[config.mk]
export PLATFORM = sky130hd
export DESIGN_NAME = ushift_reg
export DESIGN_NICKNAME = d
export VERILOG_FILES = /design/src/rtl/ushift_pkg.sv /design/src/rtl/ushift_mode_dec.sv /design/src/rtl/ushift_cell.sv /design/src/rtl/ushift_reg.sv
export SDC_FILE = /design/constraint.sdc
export NUM_CORES = 1
export LEC_CHECK = 0
export BUFFER_PORTS_ARGS = -buffer_cell sky130_fd_sc_hd__buf_2
export CAP_MARGIN = 20
export CORE_AREA = 2 2 39 41
export CTS_BUF_LIST = sky130_fd_sc_hd__clkbuf_4
export CTS_CLUSTER_DIAMETER = 80
export CTS_CLUSTER_SIZE = 16
export DETAILED_ROUTE_END_ITERATION = 16
export DIE_AREA = 0 0 41 43
export PLACE_DENSITY = 0.38
export SETUP_SLACK_MARGIN = 0.05
export SYNTH_ARGS = -nofsm -noshare
export SYNTH_HDL_FRONTEND = slang
export SYNTH_SLANG_ARGS = --single-unit
[constraint.sdc]
create_clock -name clk -period 2.8 [get_ports clk]
set_input_delay 0.56 -clock clk [delete_from_list [all_inputs] [get_ports clk]]
set_output_delay 0.56 -clock clk [all_outputs]
set_load 0.02 [all_outputs]
[src/rtl/ushift_pkg.sv]
package ushift_pkg;

   typedef enum logic [1:0] {
      MODE_KEEP = 2'd0,
      MODE_DOWN = 2'd1,
      MODE_UP   = 2'd2,
      MODE_LOAD = 2'd3
   } mode_e;

   // one-hot source choice for a bit cell; all zero means clear
   typedef struct packed {
      logic own;
      logic from_hi;
      logic from_lo;
      logic from_par;
   } src_sel_t;

endpackage

[src/rtl/ushift_mode_dec.sv]
module ushift_mode_dec
   import ushift_pkg::*;
(
   input  logic       zero_i,
   input  logic [1:0] mode_i,
   output src_sel_t   sel_o
);

   always_comb begin
      sel_o = '0;
      if (!zero_i) begin
         unique case (mode_e'(mode_i))
            MODE_KEEP: sel_o.own      = 1'b1;
            MODE_DOWN: sel_o.from_hi  = 1'b1;
            MODE_UP:   sel_o.from_lo  = 1'b1;
            MODE_LOAD: sel_o.from_par = 1'b1;
            default:   sel_o          = '0;
         endcase
      end
   end

   always_comb begin
      AST_SEL_ONEHOT: assert ($onehot0(sel_o));
   end

endmodule

[src/rtl/ushift_cell.sv]
module ushift_cell
   import ushift_pkg::*;
#(
   parameter bit ANDOR_MUX = 1'b1
)(
   input  logic     clk,
   input  src_sel_t sel_i,
   input  logic     hi_nb_i,
   input  logic     lo_nb_i,
   input  logic     par_i,
   output logic     q_o
);

   logic nxt;

   generate
      if (ANDOR_MUX) begin : g_andor
         assign nxt = (sel_i.own      & q_o)
                    | (sel_i.from_hi  & hi_nb_i)
                    | (sel_i.from_lo  & lo_nb_i)
                    | (sel_i.from_par & par_i);
      end else begin : g_case
         always_comb begin
            unique case (sel_i)
               4'b1000: nxt = q_o;
               4'b0100: nxt = hi_nb_i;
               4'b0010: nxt = lo_nb_i;
               4'b0001: nxt = par_i;
               default: nxt = 1'b0;
            endcase
         end
      end
   endgenerate

   always_ff @(posedge clk) begin
      q_o <= nxt;
   end

   AST_CELL_CLEAR: assert property (@(posedge clk)
      (sel_i == '0) |=> (q_o == 1'b0));

endmodule

[src/rtl/ushift_reg.sv]
module ushift_reg
   import ushift_pkg::*;
#(
   parameter int WIDTH     = 4,
   parameter bit ANDOR_MUX = 1'b1
)(
   input  logic             clk,
   input  logic             zero_i,
   input  logic [1:0]       mode_i,
   input  logic             fill_hi_i,
   input  logic             fill_lo_i,
   input  logic [WIDTH-1:0] par_i,
   output logic [WIDTH-1:0] word_o,
   output logic             hi_o,
   output logic             lo_o
);

   localparam int TOP = WIDTH - 1;

   generate
      if (WIDTH < 2) begin : g_bad_width
         $error("ushift_reg: WIDTH must be at least 2");
      end
   endgenerate

   src_sel_t         sel;
   logic [WIDTH-1:0] hi_nb;
   logic [WIDTH-1:0] lo_nb;

   ushift_mode_dec u_dec (
      .zero_i (zero_i),
      .mode_i (mode_i),
      .sel_o  (sel)
   );

   genvar gi;
   generate
      for (gi = 0; gi < WIDTH; gi++) begin : g_bit
         if (gi == TOP) begin : g_top
            assign hi_nb[gi] = fill_hi_i;
         end else begin : g_mid_hi
            assign hi_nb[gi] = word_o[gi+1];
         end
         if (gi == 0) begin : g_bot
            assign lo_nb[gi] = fill_lo_i;
         end else begin : g_mid_lo
            assign lo_nb[gi] = word_o[gi-1];
         end
         ushift_cell #(.ANDOR_MUX(ANDOR_MUX)) u_cell (
            .clk     (clk),
            .sel_i   (sel),
            .hi_nb_i (hi_nb[gi]),
            .lo_nb_i (lo_nb[gi]),
            .par_i   (par_i[gi]),
            .q_o     (word_o[gi])
         );
      end
   endgenerate

   assign hi_o = word_o[TOP];
   assign lo_o = word_o[0];

   // ---------------- assertions ----------------
   logic armed_q = 1'b0;
   always_ff @(posedge clk) begin
      if (zero_i) armed_q <= 1'b1;
   end

   AST_CLEAR_WINS: assert property (@(posedge clk)
      zero_i |=> (word_o == '0));

   AST_KEEP: assert property (@(posedge clk) disable iff (!armed_q)
      (!zero_i && mode_i == MODE_KEEP) |=> $stable(word_o));

   AST_MOVE_DOWN: assert property (@(posedge clk) disable iff (!armed_q)
      (!zero_i && mode_i == MODE_DOWN) |=>
         (word_o == {$past(fill_hi_i), $past(word_o[TOP:1])}));

   AST_MOVE_UP: assert property (@(posedge clk) disable iff (!armed_q)
      (!zero_i && mode_i == MODE_UP) |=>
         (word_o == {$past(word_o[TOP-1:0]), $past(fill_lo_i)}));

   AST_LOAD: assert property (@(posedge clk) disable iff (!armed_q)
      (!zero_i && mode_i == MODE_LOAD) |=> (word_o == $past(par_i)));

endmodule

==> results of run 1 <==
area by class of cell:
cell class / instances / share of cell area
multi-input cells: 8 / 0.383
well taps: 16 / 0.0625
clock buffers: 3 / 0.0703
flip-flops and latches: 4 / 0.250
repair buffers: 15 / 0.234
synth_stat cells (all sizes together):
library cell / n
dfxtp: 4
nor2b: 4
mux4: 4
buf: 4
worst register-to-register path, stage by stage, from the launching register on:
cell and delay [ns]:
sky130_fd_sc_hd__dfxtp_1 0.32, sky130_fd_sc_hd__mux4_1 0.48, sky130_fd_sc_hd__nor2b_1 0.13
power by group:
part | leakage (nW) | internal (mW) | switching [mW]
logic | 0.113 | 0.0188 | 0.0148
registers | 0.0329 | 0.0612 | 0.00348
clock network | 0.0138 | 0.0478 | 0.0220
per-stage QoR:
stage          std cells  setup slack, ns   util  power (mW)
6_report              46             1.46  0.231       0.168
5_1_grt               46             1.42  0.231       0.179
4_1_cts               46             1.44  0.231       0.174
3_5_place_dp          43             1.29  0.215      0.0996
3_3_place_gp          43             1.30  0.215      0.0988
2_1_floorplan         16             1.50      -      0.0890
placed cells by master, fill, tap and decap left out:
master	instances
sky130_fd_sc_hd__dfxtp_1	4
sky130_fd_sc_hd__buf_2	15
sky130_fd_sc_hd__nor2b_1	4
sky130_fd_sc_hd__mux4_2	2
sky130_fd_sc_hd__clkbuf_4	3
sky130_fd_sc_hd__mux4_1	2
logic make-up after synthesis:
family        Yosys count  share of synthesized area
buf+inv                 4                      0.129
flops                   4                      0.344
mux                     4                      0.419
simple gates            4                      0.108
layer usage:
metal	vias up	part of all wire	track usage
li1	86	-	-
met4	0	0	0.120
met1	82	0.40	0.0721
met3	0	0.096	0
met5	-	0	0
met2	13	0.50	0.0906
worst max-delay path by stage:
stage / from / to / slack [ns] / cells past startpoint
after floorplan: mode_i[0] / g_bit[3].u_cell.q_o / 1.50 / 2
after detailed placement: mode_i[0] / g_bit[3].u_cell.q_o / 1.29 / 3
after global placement: mode_i[0] / g_bit[3].u_cell.q_o / 1.30 / 3
after global routing: g_bit[2].u_cell.q_o / word_o[2] / 1.42 / 1
after CTS: g_bit[1].u_cell.q_o / word_o[1] / 1.44 / 1
final: g_bit[1].u_cell.q_o / word_o[1] / 1.46 / 1
==> results.py, run 1 <==
metrics = {
    "worst_hold_path": {
        "min_path_type": "input pin to register",
        "holdPathEnd": "g_bit[2].u_cell.q_o",
        "hold_path_start": "zero_i",
        "hold-path-cell-count": 2,
    },
    "setup_path": {
        "worstRegToRegCells": 2,
        "worstReg2RegEnd": "g_bit[1].u_cell.q_o",
        "setup.reg_to_reg.worst_slack_ns": 1.76,
        "slowest_delay_ns": 0.37,
        "arrival_ns": 0.78,
        "critical_path_class": "register to primary output",
        "top_delay_family_on_crit_path": "flip-flops",
        "worstPathCellList": "buf_2",
        "timing.critical_path.required_ns": 2.24,
        "slowest_stage": "sky130_fd_sc_hd__dfxtp_1",
        "critical_path.max_fanout": 4,
        "critical_path.reg2reg.startpoint": "g_bit[2].u_cell.q_o",
        "critical_path_buf_inv_count": 1,
        "setup.worst_path.end_class": "primary output",
        "critical_path.startpoint_type": "register",
    },
    "placed_design": {
        "buffers_on_ports": 15,
        "place_congestion": 0.707,
        "dpl_cell_area_um2": 298,
    },
    "synthesis": {
        "netlist_top_cells_area": "sky130_fd_sc_hd__dfxtp_1 (34%), sky130_fd_sc_hd__mux4_1 (23%), sky130_fd_sc_hd__mux4_2 (19%)",
        "yosys_warnings": 0,
        "synthDominantCellAreaShare": 0.344,
        "post-synth-top-area-cell": "sky130_fd_sc_hd__dfxtp_1",
        "postSynthCellCount": 16,
        "synth_area_um2": 233,
        "synth-seq-cells": 4,
        "syn_area_per_cell_um2": 14.5,
        "ys_seq_area_frac": 0.344,
        "synth.net_count": 26,
        "number_of_different_library_cells_in_the_post_synthesis_netlist": 5,
    },
    "floorplanning": {
        "initial_core_util": 0.168,
        "core_area_um2": 1380,
        "ios": 16,
        "num_rows": 14,
        "dieArea_um2": 1760,
        "dieHeight_um": 43,
        "die_width_um": 41,
    },
    "cells_and_area": {
        "fin_nets": 42,
        "area_of_combinational_cells_with_multiple_inputs_um2": 123,
        "antenna_cells_inserted": 0,
        "layout.filler_cells": 157,
        "syn_to_final_growth_pct": 37.6,
        "final_layout_size_suffix_gt1_frac": 0.667,
        "largest_register_by_flop_count": "g_bit.u_cell.q_o",
        "finalInstanceArea_um2": 320,
        "flip_flop_count_of_the_largest_register_all_copies_and_words_added": 4,
        "biggestRegsByFlops": "g_bit.u_cell.q_o x4",
        "seq_cell_area_um2": 80.1,
    },
    "route": {
        "number_of_search_and_repair_iterations_in_the_first_detailed_routing_pass": 4,
        "detail_route.wl_per_cell_um": 10.8,
        "routed_via_density": 3.93,
        "drt_iter0_drc": 2,
        "drc": 0,
        "via_count": 181,
        "ant_nets": 0,
        "finalWirelength_um": 498,
    },
    "run": {
        "drv.max_cap_violation_count": 0,
    },
    "pwr": {
        "worst_ir_drop_vdd_mv": 0.104,
        "p_leak_nw": 0.160,
        "power-per-cell-area_nw_per_um2": 525,
    },
    "timing": {
        "slew_headroom": 0.908,
        "final-max-slew-violation-count": 0,
        "maxClockFrequency_ghz": 0.744,
        "finalHoldViolations": 0,
        "timing.hold.ws_ns": 0.533,
        "unrepaired_setup_endpoints_after_global_routing": "false",
        "post-route-min-period_ns": 1.34,
        "tns_ns": 0,
        "worst-slew-pin-transition_ns": 0.138,
        "setup_viol": 0,
        "final.period_utilization": 0.480,
        "final.setup_skew_ns": 0.0000242,
    },
    "clocking": {
        "clk-insertion-delay-late_ns": 0.23,
        "cts.htree.levels": 1,
        "hold_buffers": 0,
        "post_cts_buffers": 0,
        "cts_tree": "done",
        "cts_buffer_depth": 2,
        "clk_transition_reported_paths_ns": 0.04,
        "cts-resized-gates": 0,
        "clockRootBuffer": "sky130_fd_sc_hd__clkbuf_4",
        "cts_num_sinks": 4,
        "numCtsBuffers": 3,
    },
    "outcome": {
        "outcome": "completed",
    },
    "grt": {
        "first_global_vias": 206,
        "grt_pass1_wl_um": 731,
        "pin_count_of_the_biggest_net_entering_global_routing": 5,
        "grt_use_total": 0.0697,
        "initial_antenna_violation_count": 0,
        "grt_overflow": 0,
    },
}
No activity file was read; power rests on OpenSTA's default activity.
==> run 2, diff against run 1 <==
PLACE_DENSITY = 0.4   (was 0.38)
clock period = 1.1 ns   (was 2.8 ns; I/O delays follow)
==> run 2 against run 1 <==
Effect of this change:
- sequential power increased to 2.6 times the previous value
- sequential cell count unchanged
- setup slack got worse by 1.4 ns
- global-route usage increased by 0.22 points
- core utilization increased by 0.45 points
- register-to-register slack got worse by 1.7 ns
- worst hold slack got worse by 0.35 ns
- total power increased to 2.8 times the previous value
- die area unchanged
- critical path depth increased by 1
- sequential share of layout area increased by 1.4 points
- critical path type is now register to register
- largest cell class unchanged
- largest power group unchanged
- highest routed layer is now met4
==> results.py, run 2 (synthesized netlist as in run 1, its figures left out) <==
metrics = {
    "route": {
        "detail_route.wl_per_cell_um": 10.3,
        "ant_nets": 0,
        "via_count": 179,
        "routed_via_density": 3.81,
        "drt_iter0_drc": 4,
        "drc": 0,
        "finalWirelength_um": 485,
        "number_of_search_and_repair_iterations_in_the_first_detailed_routing_pass": 3,
    },
    "pwr": {
        "clockPowerShare": 0.473,
        "power-per-cell-area_nw_per_um2": 1460,
        "p_leak_nw": 0.154,
        "internal_power_mw": 0.366,
        "power.net_switching_mw": 0.111,
        "worst_ir_drop_vdd_mv": 0.264,
        "power_switching_share": 0.233,
        "power_frac_seq": 0.345,
        "power.combinational.fraction": 0.182,
    },
    "floorplanning": {
        "dieArea_um2": 1760,
        "num_rows": 14,
        "core_area_um2": 1380,
        "initial_core_util": 0.168,
        "die_width_um": 41,
        "ios": 16,
        "dieHeight_um": 43,
    },
    "grt": {
        "grt_overflow": 0,
        "grt_use_total": 0.0719,
        "initial_antenna_violation_count": 0,
        "first_global_vias": 185,
        "pin_count_of_the_biggest_net_entering_global_routing": 5,
        "grt_pass1_wl_um": 724,
    },
    "clocking": {
        "clk-insertion-delay-late_ns": 0.24,
        "cts.htree.levels": 1,
        "cts_buffer_depth": 2,
        "post_cts_buffers": 0,
        "clk_transition_reported_paths_ns": 0.04,
        "clockRootBuffer": "sky130_fd_sc_hd__clkbuf_4",
        "numCtsBuffers": 3,
        "cts_num_sinks": 4,
        "hold_buffers": 0,
        "cts_tree": "done",
    },
    "timing": {
        "final-max-slew-violation-count": 0,
        "slew_headroom": 0.906,
        "timing.hold.ws_ns": 0.182,
        "maxClockFrequency_ghz": 0.976,
        "tns_ns": 0,
        "worst-slew-pin-transition_ns": 0.142,
        "final.setup_skew_ns": 0.00301,
        "unrepaired_setup_endpoints_after_global_routing": "false",
        "finalHoldViolations": 0,
        "setup_viol": 0,
        "final.period_utilization": 0.932,
        "post-route-min-period_ns": 1.02,
    },
    "setup_path": {
        "arrival_ns": 1.15,
        "setup.worst_path.end_class": "register",
        "critical_path_class": "register to register",
        "timing.critical_path.required_ns": 1.22,
        "critical_path.max_fanout": 4,
        "critical_path.startpoint_type": "register",
    },
    "cells_and_area": {
        "syn_to_final_growth_pct": 40.3,
        "post_layout_cell_count": 47,
        "layout.cells.most_common_list": "sky130_fd_sc_hd__buf_2 (15), sky130_fd_sc_hd__mux4_2 (4), sky130_fd_sc_hd__nor2b_1 (4), sky130_fd_sc_hd__clkbuf_4 (4), sky130_fd_sc_hd__dfxtp_2 (2)",
        "biggestRegsByFlops": "g_bit.u_cell.q_o x4",
        "fin_nets": 42,
        "largest_register_by_flop_count": "g_bit.u_cell.q_o",
        "finalInstanceArea_um2": 327,
        "antenna_cells_inserted": 0,
        "layout.filler_cells": 157,
        "final_layout_size_suffix_gt1_frac": 0.839,
        "mostFrequentLayoutCell": "sky130_fd_sc_hd__buf_2",
        "flip_flop_count_of_the_largest_register_all_copies_and_words_added": 4,
    },
    "placed_design": {
        "place_inst": 43,
        "dpl_cell_area_um2": 299,
        "buffers_on_ports": 15,
        "place_congestion": 0.688,
        "post-dp-hpwl_um": 396,
    },
    "outcome": {
        "outcome": "completed",
    },
    "worst_hold_path": {
        "min_path_type": "input pin to register",
    },
    "run": {
        "drv.max_cap_violation_count": 0,
    },
}
[run 2: changes by cell type in the layout (fill, tap and decap cells not counted), sizes merged]
cell,before,now
clkbuf,3,4
[run 2: final timing paths]
| kind | start | cells past startpoint | slack, ns | end |
|---|---|---|---|---|
| hold / removal | zero_i | 2 | 0.18 | g_bit[3].u_cell.q_o |
| setup / recovery | g_bit[1].u_cell.q_o | 2 | 0.08 | g_bit[0].u_cell.q_o |
| hold reg to reg | g_bit[3].u_cell.q_o | 2 | 0.70 | g_bit[2].u_cell.q_o |
| setup reg to reg | g_bit[1].u_cell.q_o | 2 | 0.08 | g_bit[0].u_cell.q_o |
[run 2: worst max-delay path: stages, from the launching register on]
cell,delay (ns)
sky130_fd_sc_hd__dfxtp_1,0.33
sky130_fd_sc_hd__mux4_2,0.45
sky130_fd_sc_hd__nor2b_1,0.14
[run 2: power by group through the flow]
stage,sequential [mW],combinational [mW],clock [mW]
final,0.165,0.0868,0.226
after global routing,0.166,0.0919,0.249
after CTS,0.165,0.0881,0.238
after detailed placement,0.166,0.0871,0
after global placement,0.166,0.0862,0
after floorplan,0.171,0.0569,0
[run 2: repair_timing]
item	4_1_cts	5_1_grt
resized for setup	2	0
endpoints found under the setup margin	1	0
endpoints found under the hold margin	0	0
[run 2: per-stage QoR]
stage          setup WS (ns)  utilization  total power, mW
2_1_floorplan         0.0465            -            0.227
3_3_place_gp         -0.0659        0.216            0.252
3_5_place_dp         -0.0638        0.216            0.253
4_1_cts               0.0731        0.236            0.492
5_1_grt               0.0551        0.236            0.507
6_report              0.0751        0.236            0.477
[run 2: layout make-up]
class                   instances  area (um^2)  area share
clock buffers                   4         30.0      0.0920
multi-input cells               8          115       0.352
flip-flops and latches          4         86.3       0.264
well taps                      16         20.0      0.0613
repair buffers                 15         75.1       0.230
[run 2: per-layer routing]
metal	GRT usage	up-vias	share of wire
met5	0	-	0
met4	0.120	0	0.039
met3	0.0314	2	0.080
met2	0.0781	10	0.49
met1	0.0728	81	0.39
li1	-	86	-
==> run 3, diff against run 2 <==
REMOVE_ABC_BUFFERS = 1   (was not set)
SKIP_CTS_REPAIR_TIMING = 1   (was not set)
SKIP_LAST_GASP = 1   (was not set)
==> run 3 against run 2 <==
Effect of this change:
- register-to-register slack is essentially flat
- non-clock buffer count unchanged
- cell count fell by 2.1%
- combinational power grew 2%
- die area did not move
- core utilization is 0.72 points lower
- global-route usage grew 1.9 points
- sequential share of layout area hardly changed
- via count rose by 10%
- critical path type unchanged
- critical endpoint is now g_bit[2].u_cell.q_o
==> results.py, run 3 (synthesized netlist as in run 1, its figures left out) <==
metrics = {
    "outcome": {
        "outcome": "completed",
    },
    "timing": {
        "final-max-slew-violation-count": 0,
        "post-route-worst-setup-slack_ns": 0.0711,
        "slew_headroom": 0.909,
        "final.setup_skew_ns": 0.00267,
        "maxClockFrequency_ghz": 0.972,
        "worst-slew-pin-transition_ns": 0.136,
        "post-route-min-period_ns": 1.03,
        "final.period_utilization": 0.935,
        "finalHoldViolations": 0,
        "unrepaired_setup_endpoints_after_global_routing": "true",
        "setup_viol": 0,
        "timing.hold.ws_ns": 0.188,
    },
    "clocking": {
        "cts_buffer_depth": 2,
        "clockRootBuffer": "sky130_fd_sc_hd__clkbuf_4",
        "numCtsBuffers": 3,
        "clk-insertion-delay-late_ns": 0.24,
        "clk_transition_reported_paths_ns": 0.04,
        "cts.htree.levels": 1,
        "cts_tree": "done",
        "cts_num_sinks": 4,
    },
    "floorplanning": {
        "core_area_um2": 1380,
        "die_width_um": 41,
        "dieArea_um2": 1760,
        "dieHeight_um": 43,
        "num_rows": 14,
        "initial_core_util": 0.168,
        "ios": 16,
    },
    "route": {
        "drt_iter0_drc": 2,
        "routed_via_density": 4.28,
        "finalWirelength_um": 643,
        "drc": 0,
        "number_of_search_and_repair_iterations_in_the_first_detailed_routing_pass": 2,
        "ant_nets": 0,
        "via_count": 197,
        "detail_route.wl_per_cell_um": 14.0,
    },
    "setup_path": {
        "critical_path.reg2reg.startpoint": "g_bit[1].u_cell.q_o",
        "critical_path.max_fanout": 4,
        "slowest_delay_ns": 0.44,
        "setup.worst_path.end_class": "register",
        "worstPathCellList": "mux4_2, nor2b_1",
        "destination_of_the_critical_timing_path": "g_bit[2].u_cell.q_o",
        "setup.reg_to_reg.worst_slack_ns": 0.07,
        "crit_start": "g_bit[1].u_cell.q_o",
        "critical_path.startpoint_type": "register",
        "slowest_stage": "sky130_fd_sc_hd__mux4_2",
        "timing.critical_path.required_ns": 1.23,
        "arrival_ns": 1.16,
        "worstReg2RegEnd": "g_bit[2].u_cell.q_o",
        "critical_path_class": "register to register",
        "worstRegToRegCells": 2,
    },
    "grt": {
        "first_global_vias": 205,
        "pin_count_of_the_biggest_net_entering_global_routing": 5,
        "grt_use_total": 0.0910,
        "grt_overflow": 0,
        "initial_antenna_violation_count": 0,
        "grt_pass1_wl_um": 972,
    },
    "pwr": {
        "p_leak_nw": 0.149,
        "worst_ir_drop_vdd_mv": 0.322,
        "internal_power_mw": 0.329,
        "power-per-cell-area_nw_per_um2": 1410,
        "finalPower_mw": 0.448,
        "clockPowerShare": 0.430,
        "power.net_switching_mw": 0.119,
        "power_frac_seq": 0.373,
        "power.combinational.fraction": 0.197,
        "power_switching_share": 0.266,
    },
    "placed_design": {
        "preCtsSetupSlack_ns": -0.0929,
        "place_congestion": 0.616,
        "dpl_cell_area_um2": 298,
        "place_inst": 43,
        "buffers_on_ports": 15,
    },
    "cells_and_area": {
        "biggestRegsByFlops": "g_bit.u_cell.q_o x4",
        "layout.filler_cells": 161,
        "finalInstanceArea_um2": 317,
        "mostFrequentLayoutCell": "sky130_fd_sc_hd__buf_2",
        "flip_flop_count_of_the_largest_register_all_copies_and_words_added": 4,
        "final_layout_size_suffix_gt1_frac": 0.833,
        "area_of_combinational_cells_with_multiple_inputs_um2": 115,
        "seq_cell_area_um2": 83.8,
        "post_layout_cell_count": 46,
        "fin_nets": 42,
        "antenna_cells_inserted": 0,
        "largest_register_by_flop_count": "g_bit.u_cell.q_o",
        "syn_to_final_growth_pct": 36.0,
        "layout.cells.most_common_list": "sky130_fd_sc_hd__buf_2 (15), sky130_fd_sc_hd__mux4_2 (4), sky130_fd_sc_hd__nor2b_1 (4)",
    },
    "run": {
        "drv.max_cap_violation_count": 0,
    },
    "worst_hold_path": {
        "min_path_type": "input pin to register",
    },
}
run 3: changes by cell type in the layout (fill, tap and decap cells not counted):
cell,delta
sky130_fd_sc_hd__dfxtp_2,+1
sky130_fd_sc_hd__clkbuf_4,-1
sky130_fd_sc_hd__dfxtp_4,-1
run 3: layout make-up:
| type | count | area share |
|---|---|---|
| tap | 16 | 0.0632 |
| sequential | 4 | 0.265 |
| clock buffer | 3 | 0.0711 |
| multi-input combinational | 8 | 0.364 |
| timing repair buffer | 15 | 0.237 |
run 3: per-layer routing:
layer	wire length (um)	track usage	share of wire	up-vias
met5	0	0	0	-
li1	-	-	-	84
met3	98	0.0366	0.15	0
met4	0	0.0800	0	0
met2	257	0.100	0.40	16
met1	287	0.128	0.45	97
run 3: worst min path at each step:
stage          startpoint             endpoint  cells after the start
2_1_floorplan      zero_i  g_bit[0].u_cell.q_o                      1
3_3_place_gp       zero_i  g_bit[0].u_cell.q_o                      2
3_5_place_dp       zero_i  g_bit[2].u_cell.q_o                      2
4_1_cts            zero_i  g_bit[0].u_cell.q_o                      2
5_1_grt            zero_i  g_bit[0].u_cell.q_o                      2
6_report           zero_i  g_bit[0].u_cell.q_o                      2
run 3: critical path: cells and delay by family, from the launching register on:
| kind | cells | cell delay (ns) |
|---|---|---|
| flops | 1 | 0.33 |
| simple gates | 1 | 0.14 |
| mux | 1 | 0.44 |
run 3: through the flow:
step                utilization  TNS (ns)
floorplan                     -    -0.250
global placement          0.215    -0.125
detailed placement        0.215    -0.248
CTS                       0.231         0
global route              0.229         0
finish                    0.229         0
run 3: power by group through the flow:
stage               Clock (mW)  Combinational, mW  Sequential [mW]
floorplan                    0             0.0308            0.183
global placement             0             0.0869            0.166
detailed placement           0             0.0877            0.168
CTS                      0.206             0.0882            0.165
global route             0.218             0.0956            0.169
finish                   0.192             0.0884            0.167
